===== config.mk =====
export PLATFORM = sky130hd
export DESIGN_NAME = can_ctl_irq_reg
export DESIGN_NICKNAME = d
export VERILOG_FILES = /design/src/rtl/can_ctl_pkg.sv /design/src/rtl/can_ctl_ctrl_reg.sv /design/src/rtl/can_ctl_irq.sv /design/src/rtl/can_ctl_prot_bank.sv /design/src/rtl/can_ctl_irq_reg.sv
export SDC_FILE = /design/constraint.sdc
export NUM_CORES = 1
export LEC_CHECK = 0
export ABC_CLOCK_PERIOD_IN_PS = 1400
export BUFFER_PORTS_ARGS = -buffer_cell sky130_fd_sc_hd__buf_2
export CAP_MARGIN = 30
export CORE_ASPECT_RATIO = 1.4
export CORE_MARGIN = 2
export CORE_UTILIZATION = 30
export CTS_CLUSTER_DIAMETER = 50
export DETAILED_ROUTE_END_ITERATION = 12
export PLACE_DENSITY_LB_ADDON = 0.05
export SETUP_SLACK_MARGIN = 0.4
export SYNTH_ARGS = -nofsm -noshare
export SYNTH_HDL_FRONTEND = slang
export SYNTH_SLANG_ARGS = --single-unit

===== constraint.sdc =====
create_clock -name clk -period 1.4 [get_ports clk]
set_input_delay 0.21 -clock clk [delete_from_list [all_inputs] [get_ports clk]]
set_output_delay 0.21 -clock clk [all_outputs]
set_load 0.01 [all_outputs]

===== src/rtl/can_ctl_pkg.sv =====
package can_ctl_pkg;
  localparam int DATA_W   = 16;
  localparam int BIT_INIT = 0;
  localparam int BIT_IE   = 1;
  localparam int BIT_SIE  = 2;
  localparam int BIT_EIE  = 3;
  localparam int BIT_RSV  = 4;
  localparam int BIT_DAR  = 5;
  localparam int BIT_CCE  = 6;
  localparam int BIT_TEST = 7;
  localparam logic [7:0] CTRL_WMASK = 8'hEF;
  localparam logic [7:0] CTRL_RST   = 8'h01;

  typedef struct packed {
    logic test;
    logic cce;
    logic dar;
    logic rsv;
    logic eie;
    logic sie;
    logic ie;
    logic init;
  } ctrl_t;
endpackage


===== src/rtl/can_ctl_ctrl_reg.sv =====
module can_ctl_ctrl_reg
  import can_ctl_pkg::*;
(
  input  logic       clk,
  input  logic       rst_n,
  input  logic       wr_en,
  input  logic [7:0] wr_byte,
  input  logic       boff_set,
  output ctrl_t      ctrl_q
);
  ctrl_t ctrl_d;

  always_comb begin
    ctrl_d = ctrl_q;
    if (wr_en) ctrl_d = ctrl_t'(wr_byte & CTRL_WMASK);
    // core set of INIT overrides a CPU clear in the same cycle
    if (boff_set) ctrl_d.init = 1'b1;
  end

  always_ff @(posedge clk) begin
    if (!rst_n) ctrl_q <= ctrl_t'(CTRL_RST);
    else        ctrl_q <= ctrl_d;
  end

  a_r8_core_sets_init: assert property (@(posedge clk) disable iff (!rst_n)
    boff_set |=> ctrl_q.init);
  a_r1_write_lands: assert property (@(posedge clk) disable iff (!rst_n)
    (wr_en && !boff_set) |=> (ctrl_q.init == $past(wr_byte[BIT_INIT]) &&
                             ctrl_q.cce == $past(wr_byte[BIT_CCE])));
endmodule


===== src/rtl/can_ctl_irq.sv =====
module can_ctl_irq (
  input  logic clk,
  input  logic rst_n,
  input  logic ie,
  input  logic sie,
  input  logic eie,
  input  logic boff_chg,
  input  logic ewarn_chg,
  input  logic xfer_done,
  input  logic bus_err,
  input  logic clr,
  output logic irq_n
);
  logic err_pend, st_pend;
  logic err_hit, st_hit;

  assign err_hit = eie && (boff_chg || ewarn_chg);
  assign st_hit  = sie && (xfer_done || bus_err);

  always_ff @(posedge clk) begin
    if (!rst_n) begin
      err_pend <= 1'b0;
      st_pend  <= 1'b0;
    end else begin
      err_pend <= err_hit || (err_pend && !clr);
      st_pend  <= st_hit  || (st_pend  && !clr);
    end
  end

  assign irq_n = !(ie && (err_pend || st_pend));

  a_r6_err_raise: assert property (@(posedge clk) disable iff (!rst_n)
    err_hit |=> err_pend);
  a_r7_st_raise: assert property (@(posedge clk) disable iff (!rst_n)
    st_hit |=> st_pend);
  a_r9_clear: assert property (@(posedge clk) disable iff (!rst_n)
    (clr && !err_hit && !st_hit) |=> (!err_pend && !st_pend));
  a_r11_masked: assert property (@(posedge clk) disable iff (!rst_n)
    (!err_pend && !st_pend && !err_hit && !st_hit) |=> irq_n);
  a_r4_irq_hold: assert property (@(posedge clk) disable iff (!rst_n)
    (!irq_n && !clr) |=> (irq_n == !ie));
endmodule


===== src/rtl/can_ctl_prot_bank.sv =====
module can_ctl_prot_bank #(
  parameter int NUM_PROT = 3,
  parameter int ADDR_W   = 2,
  parameter int DATA_W   = 16
) (
  input  logic              clk,
  input  logic              rst_n,
  input  logic              allow,
  input  logic              wr_en,
  input  logic [ADDR_W-1:0] addr,
  input  logic [DATA_W-1:0] wdata,
  input  logic [1:0]        be,
  output logic [DATA_W-1:0] rdata,
  output logic              hit
);
  localparam int HALF = DATA_W / 2;
  logic [NUM_PROT-1:0][DATA_W-1:0] regs_q;

  for (genvar i = 0; i < NUM_PROT; i++) begin : g_word
    logic sel;
    assign sel = (int'(addr) == i + 1);
    always_ff @(posedge clk) begin
      if (!rst_n) regs_q[i] <= '0;
      else if (wr_en && allow && sel) begin
        if (be[0]) regs_q[i][HALF-1:0]      <= wdata[HALF-1:0];
        if (be[1]) regs_q[i][DATA_W-1:HALF] <= wdata[DATA_W-1:HALF];
      end
    end
  end

  always_comb begin
    rdata = '0;
    hit   = 1'b0;
    for (int i = 0; i < NUM_PROT; i++) begin
      if (int'(addr) == i + 1) begin
        rdata = regs_q[i];
        hit   = 1'b1;
      end
    end
  end

  a_r3_locked: assert property (@(posedge clk) disable iff (!rst_n)
    !allow |=> $stable(regs_q));
endmodule


===== src/rtl/can_ctl_irq_reg.sv =====
module can_ctl_irq_reg
  import can_ctl_pkg::*;
#(
  parameter int ADDR_W   = 2,
  parameter int NUM_PROT = 3
) (
  input  logic              clk,
  input  logic              rst_n,
  input  logic [ADDR_W-1:0] cpu_addr,
  input  logic [15:0]       cpu_wdata,
  input  logic              cpu_we,
  input  logic [1:0]        cpu_be,
  output logic [15:0]       cpu_rdata,
  input  logic              evt_boff_chg,
  input  logic              evt_ewarn_chg,
  input  logic              evt_xfer_done,
  input  logic              evt_bus_err,
  input  logic              core_boff_entry,
  input  logic              stat_clr,
  output logic              init_o,
  output logic              cfg_wr_ok,
  output logic              irq_n
);
  ctrl_t             ctrl_q;
  logic              ctrl_wr;
  logic [15:0]       bank_rd;
  logic              bank_hit;

  assign ctrl_wr = cpu_we && (cpu_addr == '0) && cpu_be[0];

  can_ctl_ctrl_reg u_ctrl (
    .clk      (clk),
    .rst_n    (rst_n),
    .wr_en    (ctrl_wr),
    .wr_byte  (cpu_wdata[7:0]),
    .boff_set (core_boff_entry),
    .ctrl_q   (ctrl_q)
  );

  assign init_o    = ctrl_q.init;
  assign cfg_wr_ok = ctrl_q.cce && ctrl_q.init;

  can_ctl_prot_bank #(.NUM_PROT(NUM_PROT), .ADDR_W(ADDR_W), .DATA_W(DATA_W)) u_bank (
    .clk   (clk),
    .rst_n (rst_n),
    .allow (cfg_wr_ok),
    .wr_en (cpu_we),
    .addr  (cpu_addr),
    .wdata (cpu_wdata),
    .be    (cpu_be),
    .rdata (bank_rd),
    .hit   (bank_hit)
  );

  can_ctl_irq u_irq (
    .clk       (clk),
    .rst_n     (rst_n),
    .ie        (ctrl_q.ie),
    .sie       (ctrl_q.sie),
    .eie       (ctrl_q.eie),
    .boff_chg  (evt_boff_chg),
    .ewarn_chg (evt_ewarn_chg),
    .xfer_done (evt_xfer_done),
    .bus_err   (evt_bus_err),
    .clr       (stat_clr),
    .irq_n     (irq_n)
  );

  always_comb begin
    if (cpu_addr == '0) cpu_rdata = {8'h00, ctrl_q};
    else if (bank_hit)  cpu_rdata = bank_rd;
    else                cpu_rdata = '0;
  end

  a_r2_rsv_zero: assert property (@(posedge clk) disable iff (!rst_n)
    (cpu_addr == '0) |-> (cpu_rdata[15:8] == 8'h00 && !cpu_rdata[BIT_RSV]));
  a_r5_masked_pin: assert property (@(posedge clk) disable iff (!rst_n)
    (!ctrl_q.ie && !(ctrl_wr && cpu_wdata[BIT_IE])) |=> irq_n);
endmodule


== Word-level counts from Yosys, hierarchy flattened ==
Index checks and enable logic that the tools add are counted.

* Equal/unequal tests: 3
* Muxes and demuxes: 8
* Bitwise operators: 1
* Reduce and logical (&&, ||, !) cells: 27

{| class="wikitable"
|+ Operators with widths
! kind !! number
|-
| $mux W16 || 5
|-
| $logic_and A1 B1 Y1 || 12
|-
| $reduce_and A2 Y1 || 6
|-
| $logic_or A1 B1 Y1 || 5
|-
| $eq A2 B2 Y1 const B || 2
|-
| $mux W1 || 3
|-
| $eq A2 B1 Y1 const B || 1
|-
| $logic_not A1 Y1 || 2
|-
| $logic_not A2 Y1 || 1
|-
| $reduce_or A2 Y1 || 1
|-
| $not A1 Y1 || 1
|}

* Register bits after elaboration: 57
* Input bits: 29
* Output and inout bits: 19
* Word-level logic and storage cells: 54

== Logic depth before layout (Yosys ltp) ==
* Depth in word-level cells: 6
* Mapped depth: 4
* Mapped depth without buffers: 3

== Hierarchy ==
A second synthesis with hierarchy kept.

* Cells, all modules: 292
* Area, all modules: 2,876.5 um^2

{| class="wikitable"
|+ By module, submodules not included
! module !! instances !! cells each !! area each (um^2) !! seq. area each (um^2)
|-
| can_ctl_prot_bank || 1 || 218 || 2,275.9 || 960.9
|-
| can_ctl_ctrl_reg || 1 || 24 || 277.8 || 140.1
|-
| can_ctl_irq_reg || 1 || 41 || 240.2 || 0.0
|-
| can_ctl_irq || 1 || 9 || 82.6 || 40.0
|}

== Worst setup path before layout ==
OpenSTA, ideal clock, no wires.

* Path type: reg2reg
* Start: register u_ctrl.ctrl_q[0] (netlist name)
* End: register u_bank.regs_q[0] in the netlist's numbering
* Library setup time: 0.072 ns
* Data arrival time: 1.257 ns
* Data required time: 1.328 ns
* Setup slack: 0.072 ns
* Cell stages (with the launch flop): 4
* Path buffers: 0
* Clock period less this slack: 1.328 ns
* Cell sequence: dfxtp_1 > nand2_1 > nor3_4 > mux2i_1

* Cells in the longest elaborated chain, start to end: 4

{| class="wikitable"
|+ Ends and longest elaborated chain
! what !! RTL line !! RTL
|-
| $logic_and A1 B1 Y1 || can_ctl_irq_reg.sv:41 || <nowiki>assign cfg_wr_ok = ctrl_q.cce && ctrl_q.init;</nowiki>
|-
| $logic_and A1 B1 Y1 (2 in a row) || can_ctl_prot_bank.sv:24 || <nowiki>else if (wr_en && allow && sel) begin</nowiki>
|-
| $reduce_and A2 Y1 (no line) || - ||
|-
| to (signal, indexed assignment) || can_ctl_prot_bank.sv:25 || <nowiki>if (be[0]) regs_q[i][HALF-1:0] <= wdata[HALF-1:0];</nowiki>
|-
| to (signal, indexed assignment) || can_ctl_prot_bank.sv:26 || <nowiki>if (be[1]) regs_q[i][DATA_W-1:HALF] <= wdata[DATA_W-1:HALF];</nowiki>
|-
| to (decl) || can_ctl_prot_bank.sv:17 || <nowiki>logic [NUM_PROT-1:0][DATA_W-1:0] regs_q;</nowiki>
|}

Every way passes these cells.
A chain may end at the register's enable or synchronous reset.

== Worst setup path after layout ==
* Start: register u_ctrl.ctrl_q[6] (netlist name)
* End: output cpu_rdata[6]

* Cells in the longest elaborated chain, start to end: 1

{| class="wikitable"
|+ Ends and longest elaborated chain
! what !! RTL line !! RTL
|-
| $mux W16 || can_ctl_irq_reg.sv:70 || <nowiki>if (cpu_addr == '0) cpu_rdata = {8'h00, ctrl_q};</nowiki>
|-
| to (decl) || can_ctl_irq_reg.sv:13 || <nowiki>output logic [15:0] cpu_rdata,</nowiki>
|}

Every way passes these cells.

==> implementation parameters <==
Parameter                              Value

Status
  Result of the run    finished with violations
  Violated checks    setup timing

Global route
  GRT Max-Usage Layer    met2
  Met2 usage in global routing    22.4%
  Total gr overflow    0
  Wire length of the first global-routing pass    9740 um
  Global-route usage over all layers    14.3%
  Met3 usage in global routing    3.91%
  Met1 demand-to-capacity share in global routing    18.4%
  Maximum number of pins on one net before global-route repair    74
  Initial antenna violation count    0
  Via count of the first global-routing pass    1906

Pwr
  Combinational power share    6.0%
  Overall power    4.04 mW
  Sw frac    22.2%
  Max rail drop VDD    0.572 mV
  Leak    1.37 nW
  Sequential group share of total power    40.3%
  Internal Power    3.15 mW
  Part of the power in the clock network    53.6%
  Total power density per cell area    1140 mW/mm^2
  Switching pwr    0.896 mW

Yosys
  Synth warnings    0
  Synth Area per Inst    10.4 sq um
  Async set or reset register ratio after synthesis    0%
  Cell area after technology mapping    0.00255 sq mm
  Dominant cells by area after synthesis    dfxtp_1 45%, mux2i_1 19%, nand2_1 9.9%, mux4_2 6.2%, mux2_2 4.0%
  Top-area cell type share of the netlist area    44.7%
  Main synth FF type    dfxtp_1
  Seq cells post-synth    57
  EDFF count, synth    0
  Leading cell type by number of instances after synthesis    nand2_1
  Gate Count Post-Synth    245
  List of most frequent post-synthesis cells    67 x nand2_1, 57 x dfxtp_1, 49 x mux2i_1
  Nets in the synthesized netlist    274
  Register area share after synthesis    44.7%
  Library cell occupying the most area in the post-synthesis netlist    dfxtp_1
  Synth unique cells    22

Critical path
  Maximum net fanout on the critical path    2
  Startpoint type of the worst setup path    register
  Critical path arrival    1.27 ns
  Crit path buffers/inverters    1
  Cell at the slowest stage of the critical path    mux4_2
  Top delay family on crit path    multiplexers
  Worst EP required    1.19 ns
  Largest stage delay on the critical path    0.48 ns
  Worst Setup End Kind    primary output
  Setup CP Type    register to primary output
  Cells along the critical path    mux4_2, buf_6

Timing
  Slew margin rel.    78.4%
  Fin Hold WS    0.0651 ns
  Setup repair after global routing missed its margin    true
  Final setup vio count    16
  Highest Clock Rate    0.675 GHz
  Clock skew after layout    0.00641 ns
  Worst-Margin Slew    0.324 ns
  Clock period minus final worst setup slack    1.48 ns
  Share of the cycle needed by the critical path after routing    106%
  Max-slew violations    0
  Number of hold violations in the final report    0
  Post-route worst setup slack    -0.0805 ns

Place
  Routability Congestion    0.659
  Count of port buffers added during placement    47
  Placement-stage worst setup slack    -0.243 ns
  Half-perimeter wire length of the detailed placement result    4090 um

Drt
  Iter 0 DRT Violations    78
  Drt drc    0
  Via-to-Cell Ratio    4.72
  Antenna Violating Nets Remaining    0
  Detailed-route wire length per cell    15.0 um
  Wire length reported by the detailed router    6260 um
  Initial DRT Pass Iterations    4
  Overall via count from detail_route    1970

Layout
  Number of antenna repair diodes    0
  Layout area overhead    39.2%
  Count of filler cells inserted in the layout    802
  Number of nets in the layout    339
  Final design utilization    43.3%
  Fraction of final layout cells sized beyond drive strength 1    42.2%

Clock network
  CTS tree    built
  TritonCTS Buffers    9
  Total number of clock tree sinks    57
  Reg clk slew, reported paths    0.05 ns
  Latest clock arrival within the worst-skew pair    0.32 ns
  Deepest level of the CTS H-tree    3
  Clock buffer depth    2
  Library cell used as clock root buffer    clkbuf_16

Die
  Area of the die    0.00927 sq mm
  Number of primary I/O pins    48
  Placeable core area    0.00820 sq mm
  Number of core rows    39
  Die X    81.9 um
  Effective utilization at floorplan    31.1%
  Die extent in y    113 um

Flow run
  Number of maximum-capacitance violations    0

Worst hold path
  HP Class    input port to register
==> cell families (layout without fill, tap and decap cells) <==
| group | count (synthesis) | in the layout | synth area share (%) |
|---|---|---|---|
| multiplexers | 65 | 65 | 29.4 |
| buffers and inverters | 15 | 85 | 2.89 |
| AO/OA/AOI/OAI | 20 | 20 | 5.44 |
| flip-flops | 57 | 57 | 44.7 |
| AND/OR/NAND/NOR | 88 | 88 | 17.6 |
==> state kept, by name, indices dropped and copies added, names as in the netlist <==
name / cells
u_ctrl.ctrl_q: 7
u_irq.st_pend: 1
u_irq.err_pend: 1
u_bank.regs_q: 48
==> worst register-to-register path, stage by stage, from the launching register on <==
cell and delay, ns:
dfxtp_4 0.34, buf_4 0.15, nand3_4 0.15, nor3_4 0.18, buf_12 0.16, mux2i_1 0.18
==> power groups by stage <==
stage                     logic, mW  registers (mW)  clock network, mW
after floorplan               0.134            1.67                  0
after global placement        0.213            1.67                  0
after detailed placement      0.212            1.67                  0
after CTS                     0.234            1.63               2.23
after global routing          0.267            1.63               2.29
final                         0.244            1.63               2.17
==> routing by layer <==
metal  wire (um)  part of all wire [%]  vias up
met5           0                     0        -
met4         111                   1.8        0
met3         291                   4.6        9
met2        3020                    48       52
met1        2840                    45      922
li1            -                     -      987
==> final cells by class <==
class / instances / area (sq um) / area share (%)
flip-flops and latches: 57 / 1170 / 33.1
clock inverters: 5 / 55.1 / 1.55
well taps: 102 / 128 / 3.59
clock buffers: 11 / 243 / 6.83
inverters: 1 / 3.75 / 0.106
multi-input cells: 173 / 1390 / 39.2
repair buffers: 68 / 557 / 15.7
==> timing repair <==
item                                    CTS  global route
hold buffers                              0             0
gates resized for setup                  26            24
pin swaps                                 7             1
endpoints found under the setup margin   73            73
buffers inserted                          5             5
endpoints found under the hold margin     0             0
==> cells in the final DEF (no fill, tap or decap), drive strengths merged, types with 3 or more instances in the layout <==
master and count:
buf 68, nor3 4, dfxtp 57, mux4 7, nand2 67, o21ai 9
nand2b 3, nand3 9, mux2 9, clkbuf 11, a22o 9, mux2i 49
==> final timing paths <==
| kind | cells past startpoint | start | slack (ns) | endpoint |
|---|---|---|---|---|
| worst min register to register | 2 | u_bank.regs_q[47] | 0.45 | u_bank.regs_q[47] |
| worst min-delay path | 2 | core_boff_entry | 0.07 | u_ctrl.ctrl_q[0] |
| worst max register to register | 5 | u_ctrl.ctrl_q[6] | 0.17 | u_bank.regs_q[26] |
| worst max-delay path | 2 | u_ctrl.ctrl_q[6] | -0.08 | cpu_rdata[6] |
==> per-stage QoR <==
step,instance area [sq um],TNS (ns),std cells
global route,3550,-1.01,417
CTS,3460,-0.736,412
detailed placement,3000,-4.46,391
global placement,3000,-4.39,391
finish,3550,-0.499,417
floorplan,2590,0,245
Power figures use the tool's default switching activity.
